===== src/rtl/i2c_ro_pkg.sv =====
package i2c_ro_pkg;

  localparam int BYTE_W = 8;

  typedef enum logic [2:0] {
    PH_IDLE,
    PH_ADDR,
    PH_ADDR_ACK,
    PH_PTR,
    PH_PTR_ACK,
    PH_TX,
    PH_MACK
  } phase_t;

endpackage


===== src/rtl/i2c_ro_filter.sv =====
module i2c_ro_filter #(
  parameter int SYNC_STAGES = 2,
  parameter int FILT_LEN    = 3
) (
  input  logic clk,
  input  logic rst_n,
  input  logic line_i,
  output logic line_o
);
  localparam int CW = $clog2(FILT_LEN + 1);

  logic [SYNC_STAGES-1:0] sync_q;
  logic [CW-1:0]          cnt_q, cnt_d;
  logic                   out_q, out_d;

  always_comb begin
    out_d = out_q;
    cnt_d = cnt_q;
    if (sync_q[SYNC_STAGES-1] == out_q) begin
      cnt_d = '0;
    end else if (cnt_q == CW'(FILT_LEN - 1)) begin
      out_d = ~out_q;
      cnt_d = '0;
    end else begin
      cnt_d = cnt_q + 1'b1;
    end
  end

  always_ff @(posedge clk or negedge rst_n) begin
    if (!rst_n) begin
      sync_q <= '1;
      cnt_q  <= '0;
      out_q  <= 1'b1;
    end else begin
      sync_q <= {sync_q[SYNC_STAGES-2:0], line_i};
      cnt_q  <= cnt_d;
      out_q  <= out_d;
    end
  end

  assign line_o = out_q;
endmodule


===== src/rtl/i2c_ro_cond.sv =====
module i2c_ro_cond (
  input  logic clk,
  input  logic rst_n,
  input  logic scl_f,
  input  logic sda_f,
  output logic scl_rise,
  output logic scl_fall,
  output logic start_ev,
  output logic stop_ev
);
  logic scl_p, sda_p;

  always_ff @(posedge clk or negedge rst_n) begin
    if (!rst_n) begin
      scl_p <= 1'b1;
      sda_p <= 1'b1;
    end else begin
      scl_p <= scl_f;
      sda_p <= sda_f;
    end
  end

  assign scl_rise = scl_f & ~scl_p;
  assign scl_fall = ~scl_f & scl_p;
  assign start_ev = scl_f & scl_p & sda_p & ~sda_f;
  assign stop_ev  = scl_f & scl_p & ~sda_p & sda_f;
endmodule


===== src/rtl/i2c_ro_engine.sv =====
module i2c_ro_engine
  import i2c_ro_pkg::*;
#(
  parameter logic [6:0] DEV_ADDR = 7'h55,
  parameter int         NREGS    = 7,
  parameter int         PW       = 3
) (
  input  logic              clk,
  input  logic              rst_n,
  input  logic              scl_rise,
  input  logic              scl_fall,
  input  logic              start_ev,
  input  logic              stop_ev,
  input  logic              sda_f,
  input  logic [BYTE_W-1:0] rd_data,
  output logic              sda_oe,
  output logic              rd_req,
  output logic [PW-1:0]     rd_addr
);
  localparam int LAST = NREGS - 1;

  phase_t            st_q, st_d;
  logic              rw_q, rw_d;
  logic [BYTE_W-1:0] sh_q, sh_d;
  logic [3:0]        cnt_q, cnt_d;
  logic [PW-1:0]     ptr_q, ptr_d, addr_q, addr_d;
  logic              oe_q, oe_d, req_q, req_d, ld_q;

  function automatic logic [PW-1:0] step(input logic [PW-1:0] p);
    return (p == PW'(LAST)) ? '0 : p + 1'b1;
  endfunction

  always_comb begin
    st_d   = st_q;
    rw_d   = rw_q;
    sh_d   = sh_q;
    cnt_d  = cnt_q;
    ptr_d  = ptr_q;
    addr_d = addr_q;
    oe_d   = oe_q;
    req_d  = 1'b0;
    if (ld_q) sh_d = rd_data;
    if (stop_ev) begin
      st_d  = PH_IDLE;
      ptr_d = '0;
      oe_d  = 1'b0;
    end else if (start_ev) begin
      st_d  = PH_ADDR;
      cnt_d = '0;
      oe_d  = 1'b0;
    end else begin
      unique case (st_q)
        PH_ADDR, PH_PTR: begin
          if (scl_rise && cnt_q < 4'd8) begin
            sh_d  = {sh_q[BYTE_W-2:0], sda_f};
            cnt_d = cnt_q + 1'b1;
          end else if (scl_fall && cnt_q == 4'd8) begin
            if (st_q == PH_PTR) begin
              oe_d  = 1'b1;
              st_d  = PH_PTR_ACK;
              ptr_d = (int'(sh_q) > LAST) ? '0 : sh_q[PW-1:0];
            end else if (sh_q[7:1] == DEV_ADDR) begin
              oe_d = 1'b1;
              st_d = PH_ADDR_ACK;
              rw_d = sh_q[0];
              if (sh_q[0]) begin
                req_d  = 1'b1;
                addr_d = ptr_q;
                ptr_d  = step(ptr_q);
              end
            end else begin
              st_d = PH_IDLE;
            end
          end
        end
        PH_ADDR_ACK: if (scl_fall) begin
          cnt_d = '0;
          if (rw_q) begin
            st_d = PH_TX;
            oe_d = ~sh_q[7];
          end else begin
            st_d = PH_PTR;
            oe_d = 1'b0;
          end
        end
        PH_PTR_ACK: if (scl_fall) begin
          st_d = PH_IDLE;
          oe_d = 1'b0;
        end
        PH_TX: if (scl_fall) begin
          if (cnt_q == 4'd7) begin
            oe_d = 1'b0;
            st_d = PH_MACK;
          end else begin
            sh_d  = {sh_q[BYTE_W-2:0], 1'b0};
            oe_d  = ~sh_q[6];
            cnt_d = cnt_q + 1'b1;
          end
        end
        PH_MACK: begin
          if (scl_rise) begin
            if (!sda_f) begin
              req_d  = 1'b1;
              addr_d = ptr_q;
              ptr_d  = step(ptr_q);
            end else begin
              st_d = PH_IDLE;
            end
          end else if (scl_fall) begin
            st_d  = PH_TX;
            cnt_d = '0;
            oe_d  = ~sh_q[7];
          end
        end
        default: ;
      endcase
    end
  end

  always_ff @(posedge clk or negedge rst_n) begin
    if (!rst_n) begin
      st_q   <= PH_IDLE;
      rw_q   <= 1'b0;
      sh_q   <= '0;
      cnt_q  <= '0;
      ptr_q  <= '0;
      addr_q <= '0;
      oe_q   <= 1'b0;
      req_q  <= 1'b0;
      ld_q   <= 1'b0;
    end else begin
      st_q   <= st_d;
      rw_q   <= rw_d;
      sh_q   <= sh_d;
      cnt_q  <= cnt_d;
      ptr_q  <= ptr_d;
      addr_q <= addr_d;
      oe_q   <= oe_d;
      req_q  <= req_d;
      ld_q   <= req_q;
    end
  end

  assign sda_oe  = oe_q;
  assign rd_req  = req_q;
  assign rd_addr = addr_q;
endmodule


===== src/rtl/i2c_ro_target.sv =====
module i2c_ro_target
  import i2c_ro_pkg::*;
#(
  parameter logic [6:0] DEV_ADDR    = 7'h55,
  parameter int         NREGS       = 7,
  parameter int         SYNC_STAGES = 2,
  parameter int         FILT_LEN    = 3,
  localparam int        PW          = $clog2(NREGS)
) (
  input  logic              clk,
  input  logic              rst_n,
  input  logic              scl_i,
  input  logic              sda_i,
  output logic              sda_oe,
  output logic              rd_req,
  output logic [PW-1:0]     rd_addr,
  input  logic [BYTE_W-1:0] rd_data
);
  logic [1:0] raw, filt;
  logic       scl_f, sda_f;
  logic       scl_rise, scl_fall, start_ev, stop_ev;

  assign raw = {scl_i, sda_i};

  for (genvar g = 0; g < 2; g++) begin : g_line
    i2c_ro_filter #(.SYNC_STAGES(SYNC_STAGES), .FILT_LEN(FILT_LEN)) u_filt (
      .clk(clk), .rst_n(rst_n), .line_i(raw[g]), .line_o(filt[g])
    );
  end

  assign scl_f = filt[1];
  assign sda_f = filt[0];

  i2c_ro_cond u_cond (
    .clk(clk), .rst_n(rst_n), .scl_f(scl_f), .sda_f(sda_f),
    .scl_rise(scl_rise), .scl_fall(scl_fall),
    .start_ev(start_ev), .stop_ev(stop_ev)
  );

  i2c_ro_engine #(.DEV_ADDR(DEV_ADDR), .NREGS(NREGS), .PW(PW)) u_eng (
    .clk(clk), .rst_n(rst_n), .scl_rise(scl_rise), .scl_fall(scl_fall),
    .start_ev(start_ev), .stop_ev(stop_ev), .sda_f(sda_f), .rd_data(rd_data),
    .sda_oe(sda_oe), .rd_req(rd_req), .rd_addr(rd_addr)
  );
endmodule


===== config.mk =====
export PLATFORM = sky130hd
export DESIGN_NAME = i2c_ro_target
export DESIGN_NICKNAME = d
export VERILOG_FILES = /design/src/rtl/i2c_ro_pkg.sv /design/src/rtl/i2c_ro_filter.sv /design/src/rtl/i2c_ro_cond.sv /design/src/rtl/i2c_ro_engine.sv /design/src/rtl/i2c_ro_target.sv
export SDC_FILE = /design/constraint.sdc
export NUM_CORES = 1
export LEC_CHECK = 0
export BUFFER_PORTS_ARGS = -buffer_cell sky130_fd_sc_hd__buf_2
export CORE_ASPECT_RATIO = 1.25
export CORE_UTILIZATION = 54
export CTS_CLUSTER_SIZE = 14
export DETAILED_ROUTE_END_ITERATION = 10
export PLACE_DENSITY = 0.75
export SLEW_MARGIN = 0
export SYNTH_ARGS = -nofsm -noshare
export SYNTH_HDL_FRONTEND = slang
export SYNTH_SLANG_ARGS = --single-unit

===== constraint.sdc =====
create_clock -name clk -period 2 [get_ports clk]
set_clock_uncertainty 0.15 [all_clocks]
set_input_delay 0.3 -clock clk [delete_from_list [all_inputs] [get_ports clk]]
set_output_delay 0.3 -clock clk [all_outputs]
set_load 0.05 [all_outputs]

==> results.py, run 1 <==
metrics = {
    "logic_synthesis": {
        "synth.avg_cell_area_um2": 10.2,
        "synth_area_leaders": "dfrtp_1 (31%), dfstp_2 (8.9%), mux2_2 (7.2%)",
        "async_reset_ff_frac": 1.00,
        "synth_edf_count": 0,
        "synth.distinct_cells": 66,
        "synthFlopType": "dfrtp_1",
        "yosys.area.top_type_share": 0.309,
        "ys_seq_area_frac": 0.398,
        "synth_top_cell_by_area": "dfrtp_1",
        "yosys_warnings": 0,
        "synthesis.nets": 248,
        "ys_ff_latch": 37,
        "netlist_area_um2": 2350,
        "synthCells": 231,
    },
    "floorplan": {
        "fp.dieW_um": 61,
        "core_um2": 4130,
        "initial_core_util": 0.569,
        "fp.dieH_um": 75.8,
        "ioPinCount": 17,
        "die_area_um2": 4620,
        "num_rows": 26,
    },
    "timing": {
        "max_slew_margin": 0.684,
        "setup_viol_count_final": 9,
        "setup_slack_ps": -82.8,
        "period_needed_ps": 2080,
        "tightest_slew_ps": 475,
        "hold_viol": 0,
        "rsz0062_at_grt": "yes",
        "fmax_ghz": 0.480,
        "period_share": 1.04,
        "tns_ps": -377,
        "finalMaxSlewViolations": 0,
    },
    "route": {
        "postRouteAntennaNets": 0,
        "drc": 0,
        "drtIter0Drc": 165,
        "avgRoutedWirePerCell_um": 17.4,
        "vias": 2177,
        "dr.pass1.iters": 4,
        "routed_wl_mm": 6.27,
        "viasPerCell": 6.05,
    },
    "power": {
        "ir_drop_uv": 671,
        "power_density_nw_per_um2": 949,
        "p_leak_nw": 1.38,
    },
    "run_status": {
        "violations": "negative setup slack",
        "status": "finished, violations left",
    },
    "final_layout": {
        "fin_area_um2": 3100,
        "drive_gt1_frac": 0.438,
        "finalNetCount": 320,
        "n_antenna_cell": 0,
        "final_cells": 360,
        "fin_util": 0.751,
        "area_growth_pct": 32.1,
    },
    "worst_setup_path": {
        "end_kind": "flip-flop",
        "critPathRequiredTime_ps": 2090,
        "cp.arrival_ps": 2170,
        "start_kind": "flip-flop",
        "crit_fanout": 12,
        "critical_path_class": "reg2reg",
    },
    "run": {
        "cap_violations": 0,
    },
    "placement": {
        "portBuffers": 16,
        "place_area_um2": 2870,
        "gp_congestion": 0.897,
        "dp_hpwl_mm": 4.30,
        "dp.cells": 344,
        "dp_slack_ps": -106,
    },
    "min_path": {
        "min_path_type": "in2reg",
    },
    "clock_tree": {
        "tritoncts": "built",
        "cts.sinks": 37,
        "path_clk_slew_ps": 80,
        "cts_buffer_depth": 2,
        "cts_max_level": 2,
        "cts_buffers": 5,
        "cts_root_buf": "clkbuf_8",
        "worstSkewPairLatency_ps": 290,
    },
    "global_routing": {
        "grt_pass1_vias": 2124,
        "grt-ovfl-total": 0,
        "grt_use_total": 0.297,
        "antenna_found_initial": 0,
        "grt_max_degree": 38,
        "grt_pass1_wl_mm": 9.94,
    },
}
[logic make-up after synthesis]
logic type / after synthesis / share of synthesized area
AND/OR/NAND/NOR: 78 / 0.216
AO/OA/AOI/OAI: 58 / 0.185
flip-flops: 37 / 0.398
buffers and inverters: 27 / 0.0532
multiplexers: 22 / 0.102
adder cells (fa/ha/maj): 5 / 0.0266
XOR/XNOR: 4 / 0.0181
[critical path, stage by stage (launching register included)]
cell      delay [ps]
dfrtp_1          550
buf_4            240
nand3b_1         120
or4bb_1          550
a21oi_1          220
mux2_2           180
[per-stage QoR]
stage | power (mW) | hold slack (ps)
finish | 2.95 | 184
global placement | 2.18 | 200
floorplan | 1.75 | -146
global route | 3.12 | 206
detailed placement | 2.20 | 197
CTS | 2.92 | 168
[placed cells by master, fill, tap and decap left out, types with 5 or more instances in the layout]
cell type,count
a21oi_1,11
buf_2,16
buf_4,57
clkbuf_8,5
dfrtp_1,28
dfstp_2,8
inv_1,14
mux2_2,15
mux2i_1,6
nand2_1,10
nand2b_1,7
nand3b_1,5
nand4_1,7
nor2_1,6
nor2b_1,5
nor3_1,7
o211ai_1,7
o21ai_0,5
o311ai_1,5
[worst paths after layout]
check,depth (start not counted),end,slack [ps],from
max,5,u_eng.ptr_q[0]$_DFFE_PN0P_,-80,u_eng.st_q[1]$_DFFE_PN0P_
min,3,u_eng.sh_q[1]$_DFF_PN0_,180,rd_data[1]
max reg2reg,5,u_eng.ptr_q[0]$_DFFE_PN0P_,-80,u_eng.st_q[1]$_DFFE_PN0P_
min reg2reg,0,g_line[0].u_filt.sync_q[1]$_DFF_PN1_,210,g_line[0].u_filt.sync_q[0]$_DFF_PN1_
max in group asynchronous,3,g_line[1].u_filt.sync_q[1]$_DFF_PN1_,900,rst_n
min in group asynchronous,3,u_eng.st_q[2]$_DFFE_PN0P_,430,rst_n
[routing by layer]
metal  track usage  share of wire  up-vias
met5             0              0        -
met4         0.144          0.031        0
met3        0.0628          0.040       20
met2         0.493           0.51       75
met1         0.365           0.42     1058
li1              -              -     1024
[sequential cells by signal (all words and copies together) (netlist names), 2 cells and up]
name / count
g_line.u_filt.line_o: 2
g_line.u_filt.cnt_q: 4
u_eng.cnt_q: 4
u_eng.st_q: 3
u_eng.sh_q: 8
u_eng.rd_addr: 3
g_line.u_filt.sync_q: 4
u_eng.ptr_q: 3
[final cells by class]
| cell class | count | area [µm²] |
|---|---|---|
| Sequential cell | 37 | 937 |
| Fill cell | 299 | 1030 |
| Tap cell | 56 | 70.1 |
| Clock buffer | 5 | 68.8 |
| Timing Repair Buffer | 77 | 549 |
| Inverter | 15 | 56.3 |
| Multi-Input combinational cell | 167 | 1380 |
| Clock inverter | 3 | 43.8 |
[cell usage after synthesis (2+ instances only)]
master / number
a21boi_0: 3
a21oi_1: 11
a31oi_1: 2
a32o_1: 2
and3_1: 2
and3b_1: 2
buf_2: 7
buf_4: 2
dfrtp_1: 29
dfstp_2: 8
ha_1: 5
inv_1: 15
mux2_2: 15
mux2i_1: 6
nand2_1: 11
nand2b_1: 8
nand3_1: 3
nand3b_1: 5
nand4_1: 7
nand4b_1: 3
nor2_1: 6
nor2b_1: 5
nor3_1: 7
nor3b_1: 2
nor4_1: 4
o211ai_1: 7
o21ai_0: 6
o221ai_1: 3
o22ai_1: 2
o311ai_0: 5
xnor2_1: 3
[power by group]
group	total [mW]	switching, mW	internal, mW
registers	1.07	0.158	0.907
logic	1.22	0.597	0.625
clock network	0.659	0.285	0.374
[repair_timing]
action,CTS,global route
pin swaps,10,3
endpoints found under the setup margin,17,17
hold buffers,3,0
hold endpoints to repair,31,0
buffers inserted,4,1
resized for setup,8,11
Note: power is estimated with default switching activity, not from simulation.
==> run 2: changes to the inputs <==
--- a/config.mk
+++ b/config.mk
@@ -11,6 +11,7 @@
 export CTS_CLUSTER_SIZE = 14
 export DETAILED_ROUTE_END_ITERATION = 10
 export PLACE_DENSITY = 0.75
+export SETUP_SLACK_MARGIN = 0.3
 export SLEW_MARGIN = 0
 export SYNTH_ARGS = -nofsm -noshare
 export SYNTH_HDL_FRONTEND = slang
==> results.py, run 2 (synthesis results as in run 1) <==
metrics = {
    "run_status": {
        "status": "finished, violations left",
        "violations": "negative setup slack",
    },
    "final_layout": {
        "largest_register": "u_eng.sh_q",
        "final_cell_mix": "buf_4 (49), dfrtp_1 (28), buf_2 (16), inv_1 (14), a21oi_1 (10)",
        "final_common_cell": "buf_4",
        "area_growth_pct": 36.3,
        "largest_reg_flops": 8,
        "finalNetCount": 317,
        "drive_gt1_frac": 0.455,
        "n_antenna_cell": 0,
    },
    "floorplan": {
        "ioPinCount": 17,
        "core_um2": 4130,
        "num_rows": 26,
        "die_area_um2": 4620,
        "fp.dieW_um": 61,
        "initial_core_util": 0.569,
        "fp.dieH_um": 75.8,
    },
    "global_routing": {
        "grt_use_total": 0.297,
        "grt-ovfl-total": 0,
        "grt_max_degree": 38,
        "grt_busiest_layer": "met2",
        "grt_pass1_wl_mm": 9.90,
        "grtUsageMet2": 0.507,
        "antenna_found_initial": 0,
        "grtUsageMet3": 0.0560,
        "grt_pass1_vias": 2098,
        "global_route.usage.met1": 0.364,
    },
    "power": {
        "switching_power_mw": 1.09,
        "clkPwrFrac": 0.181,
        "comb_power_share": 0.448,
        "seqPwrFrac": 0.371,
        "power_density_nw_per_um2": 899,
        "internal-power_mw": 1.79,
        "finalPower_mw": 2.88,
        "p_leak_nw": 1.38,
        "sw_frac_of_total": 0.377,
        "ir_drop_uv": 763,
    },
    "route": {
        "postRouteAntennaNets": 0,
        "drtIter0Drc": 228,
        "routed_wl_mm": 6.42,
        "dr.pass1.iters": 5,
        "vias": 2186,
        "avgRoutedWirePerCell_um": 18.0,
        "viasPerCell": 6.12,
        "drc": 0,
    },
    "clock_tree": {
        "cts_buffer_depth": 2,
        "cts_root_buf": "clkbuf_8",
        "cts_max_level": 2,
        "path_clk_slew_ps": 80,
        "cts_buffers": 5,
        "tritoncts": "built",
        "worstSkewPairLatency_ps": 300,
        "cts.sinks": 37,
    },
    "run": {
        "cap_violations": 0,
    },
    "timing": {
        "finalMaxSlewViolations": 0,
        "period_needed_ps": 2100,
        "tns_ps": -608,
        "setup_viol_count_final": 15,
        "hold_viol": 0,
        "tightest_slew_ps": 468,
        "setup_slack_ps": -101,
        "fmax_ghz": 0.476,
        "rsz0062_at_grt": "yes",
        "period_share": 1.05,
        "max_slew_margin": 0.688,
    },
    "worst_setup_path": {
        "crit_fanout": 6,
        "critPathRequiredTime_ps": 2030,
        "cp.arrival_ps": 2130,
        "start_kind": "flip-flop",
        "end_kind": "flip-flop",
        "worstSetupStartpoint": "g_line[1].u_filt.line_o$_DFFE_PN1P_",
        "reg2reg_from": "g_line[1].u_filt.line_o$_DFFE_PN1P_",
        "critical_path_class": "reg2reg",
    },
    "placement": {
        "gp_congestion": 0.950,
        "portBuffers": 16,
        "dp_hpwl_mm": 4.40,
    },
    "min_path": {
        "hold_start": "rd_data[0]",
        "min_path_type": "in2reg",
    },
}
[run 2: cell types whose count changed in the layout (fill, tap and decap cells not counted), sizes merged]
cell      delta
clkinv       +1
inv          -1
buf          -4
clkinvlp     +1
bufinv       -1
and3         +1
[run 2: worst paths after layout]
kind	end	slack, ps	cells after the start
hold / removal	u_eng.sh_q[0]$_DFF_PN0_	170	3
hold reg to reg	g_line[0].u_filt.sync_q[1]$_DFF_PN1_	200	0
min in group asynchronous	u_eng.st_q[1]$_DFFE_PN0P_	420	3
setup reg to reg	u_eng.sh_q[6]$_DFF_PN0_	-100	6
setup / recovery	u_eng.sh_q[6]$_DFF_PN0_	-100	6
max in group asynchronous	g_line[0].u_filt.sync_q[0]$_DFF_PN1_	910	3
[run 2: power by group through the flow]
| stage | Sequential [mW] | Combinational (mW) | Clock, mW |
|---|---|---|---|
| after floorplan | 1.03 | 0.732 | 0 |
| after global placement | 1.06 | 1.08 | 0 |
| after detailed placement | 1.08 | 1.11 | 0 |
| after CTS | 1.06 | 1.20 | 0.531 |
| after global routing | 1.09 | 1.38 | 0.558 |
| final | 1.07 | 1.29 | 0.521 |
[run 2: final cells by class]
class                   count  area (µm²)
multi-input cells         168        1510
flip-flops and latches     37         937
fillers                   262         928
repair buffers             73         543
well taps                  56        70.1
clock buffers               5        68.8
inverters                  15        56.3
clock inverters             3        17.5
[run 2: timing repair]
item | in CTS | in global routing
hold buffers | 3 | 0
pin swaps | 10 | 14
setup endpoints to repair | 24 | 24
setup buffers | 2 | 6
hold endpoints to repair | 31 | 0
resized for setup | 23 | 12
cloned | 0 | 1
[run 2: critical path, stage by stage, from the launching register on]
cell and delay [ps]:
dfstp_2 590, ha_4 190, nand2b_4 60, buf_4 130
o22ai_2 210, and3_4 290, mux2_2 350
[run 2: stage by stage]
stage	hold WS, ps	utilization	area [µm²]	instances	worst slack [ps]
6_report	167	0.775	3200	357	-101
5_1_grt	161	0.775	3200	357	-146
4_1_cts	159	0.748	3090	350	-62.5
3_5_place_dp	201	0.687	2840	337	-94.6
3_3_place_gp	196	0.687	2840	337	-62.7
2_1_floorplan	-146	-	2410	231	-4.57
[run 2: per-layer routing]
metal  vias to the layer above  wire [µm]
li1                       1019          -
met1                      1054       2570
met2                        95       3330
met3                        18        360
met4                         0        161
met5                         -          0
==> run 3: changes to the inputs <==
--- a/config.mk
+++ b/config.mk
@@ -11,6 +11,7 @@
 export CTS_CLUSTER_SIZE = 14
 export DETAILED_ROUTE_END_ITERATION = 10
 export PLACE_DENSITY = 0.75
+export REMOVE_ABC_BUFFERS = 1
 export SETUP_SLACK_MARGIN = 0.3
 export SLEW_MARGIN = 0
 export SYNTH_ARGS = -nofsm -noshare
==> results.py, run 3 (synthesis results as in run 1) <==
metrics = {
    "power": {
        "switching_power_mw": 1.08,
        "p_leak_nw": 1.43,
        "seqPwrFrac": 0.352,
        "clkPwrFrac": 0.222,
        "power_density_nw_per_um2": 931,
        "ir_drop_uv": 710,
        "comb_power_share": 0.426,
        "internal-power_mw": 1.96,
        "sw_frac_of_total": 0.355,
    },
    "timing": {
        "period_needed_ps": 2130,
        "tns_ps": -874,
        "setup_slack_ps": -134,
        "rsz0062_at_grt": "yes",
        "tightest_slew_ps": 473,
        "finalMaxSlewViolations": 0,
        "fmax_ghz": 0.469,
        "max_slew_margin": 0.684,
        "setup_viol_count_final": 16,
        "period_share": 1.07,
        "hold_viol": 0,
        "fin_hold_ws_ps": 166,
    },
    "min_path": {
        "min_path_type": "in2reg",
        "hold_start": "rd_data[1]",
        "min_path_cells": 3,
        "worst_hold_path.endpoint": "u_eng.sh_q[1]$_DFF_PN0_",
    },
    "global_routing": {
        "grt_use_total": 0.296,
        "grt-ovfl-total": 0,
        "grt_max_degree": 38,
        "antenna_found_initial": 0,
        "grt_pass1_vias": 2089,
        "grt_pass1_wl_mm": 9.95,
    },
    "floorplan": {
        "fp.dieH_um": 75.8,
        "num_rows": 26,
        "ioPinCount": 17,
        "core_um2": 4130,
        "fp.dieW_um": 61,
        "die_area_um2": 4620,
        "initial_core_util": 0.569,
    },
    "final_layout": {
        "area_growth_pct": 39.0,
        "finalNetCount": 319,
        "largest_reg_flops": 8,
        "final_common_cell": "buf_4",
        "drive_gt1_frac": 0.462,
        "fin_util": 0.791,
        "fin_area_um2": 3270,
        "final_cell_mix": "buf_4 (46), dfrtp_1 (29), buf_2 (16), inv_1 (13), buf_6 (11)",
        "n_antenna_cell": 0,
        "largest_register": "u_eng.sh_q",
    },
    "worst_setup_path": {
        "start_kind": "flip-flop",
        "crit_fanout": 7,
        "r2r-end": "u_eng.st_q[0]$_DFFE_PN0P_",
        "r2r_slack_ps": -130,
        "critical_path_class": "reg2reg",
        "end_kind": "flip-flop",
        "reg2reg_from": "u_cond.scl_p$_DFF_PN1_",
        "reg2regPathDepth": 6,
        "critPathRequiredTime_ps": 2040,
        "cp.arrival_ps": 2170,
    },
    "placement": {
        "portBuffers": 16,
        "dp_hpwl_mm": 4.25,
        "place_area_um2": 2770,
        "gp_congestion": 0.924,
        "dp_slack_ps": -213,
    },
    "route": {
        "vias": 2181,
        "dr.pass1.iters": 5,
        "avgRoutedWirePerCell_um": 18.2,
        "routed_wl_mm": 6.53,
        "viasPerCell": 6.08,
        "drc": 0,
        "drtIter0Drc": 128,
        "postRouteAntennaNets": 0,
    },
    "clock_tree": {
        "worstSkewPairLatency_ps": 300,
        "cts_buffer_depth": 2,
        "cts_max_level": 2,
        "tritoncts": "built",
        "cts_root_buf": "clkbuf_8",
        "cts.sinks": 37,
        "path_clk_slew_ps": 80,
        "cts_buffers": 5,
    },
    "run": {
        "cap_violations": 0,
    },
    "run_status": {
        "violations": "negative setup slack",
        "status": "finished, violations left",
    },
}
-- run 3: changes by cell type in the layout (fill, tap and decap cells not counted), sizes merged --
cell	previous run	this run
clkinvlp	1	0
clkinv	2	0
buf	70	73
clkbuf	5	7
and3	3	2
bufinv	0	1
-- run 3: worst max path at each step --
stage,startpoint,end,slack [ps],cells past startpoint
6_report,u_cond.scl_p$_DFF_PN1_,u_eng.st_q[0]$_DFFE_PN0P_,-130,6
3_5_place_dp,u_cond.scl_p$_DFF_PN1_,u_eng.ptr_q[2]$_DFFE_PN0P_,-210,5
3_3_place_gp,u_cond.scl_p$_DFF_PN1_,u_eng.st_q[0]$_DFFE_PN0P_,-150,5
4_1_cts,u_cond.scl_p$_DFF_PN1_,u_eng.cnt_q[3]$_DFFE_PN0P_,-90,8
2_1_floorplan,u_cond.scl_p$_DFF_PN1_,u_eng.ptr_q[0]$_DFFE_PN0P_,-120,5
5_1_grt,u_cond.scl_p$_DFF_PN1_,u_eng.st_q[0]$_DFFE_PN0P_,-180,6
-- run 3: area by class of cell --
type / instances / area, µm²
Multi-Input combinational cell: 167 / 1510
Sequential cell: 37 / 936
Fill cell: 259 / 865
Timing Repair Buffer: 76 / 579
Clock buffer: 7 / 86.3
Tap cell: 56 / 70.1
Inverter: 15 / 56.3
Clock inverter: 1 / 30.0
-- run 3: power groups by stage --
| stage | clock, mW | sequential [mW] | combinational [mW] |
|---|---|---|---|
| floorplan | 0 | 1.07 | 0.571 |
| global placement | 0 | 1.06 | 0.995 |
| detailed placement | 0 | 1.07 | 1.01 |
| CTS | 0.685 | 1.07 | 1.18 |
| global route | 0.719 | 1.09 | 1.39 |
| finish | 0.677 | 1.07 | 1.29 |
-- run 3: through the flow --
| stage | std cells | power [mW] |
|---|---|---|
| 4_1_cts | 357 | 2.93 |
| 2_1_floorplan | 219 | 1.64 |
| 3_5_place_dp | 336 | 2.08 |
| 5_1_grt | 359 | 3.21 |
| 6_report | 359 | 3.04 |
| 3_3_place_gp | 336 | 2.05 |
-- run 3: critical path, stage by stage, from the launching register on --
cell and delay, ps:
dfstp_2 550, buf_6 100, ha_4 170, nand4b_4 160, or2_4 330, a32oi_2 230
mux2_4 330
-- run 3: per-layer routing --
layer | track usage | up-vias | wire [µm]
met5 | 0 | - | 0
met4 | 0.109 | 0 | 155
met3 | 0.0475 | 19 | 302
met2 | 0.499 | 84 | 3310
met1 | 0.381 | 1061 | 2760
li1 | - | 1017 | -
-- run 3: what timing repair did --
action / 4_1_cts / 5_1_grt
setup endpoints to repair: 24 / 24
pin swaps: 18 / 19
gates resized for setup: 40 / 23
hold buffers: 3 / 0
hold endpoints to repair: 31 / 0
setup buffers: 10 / 2
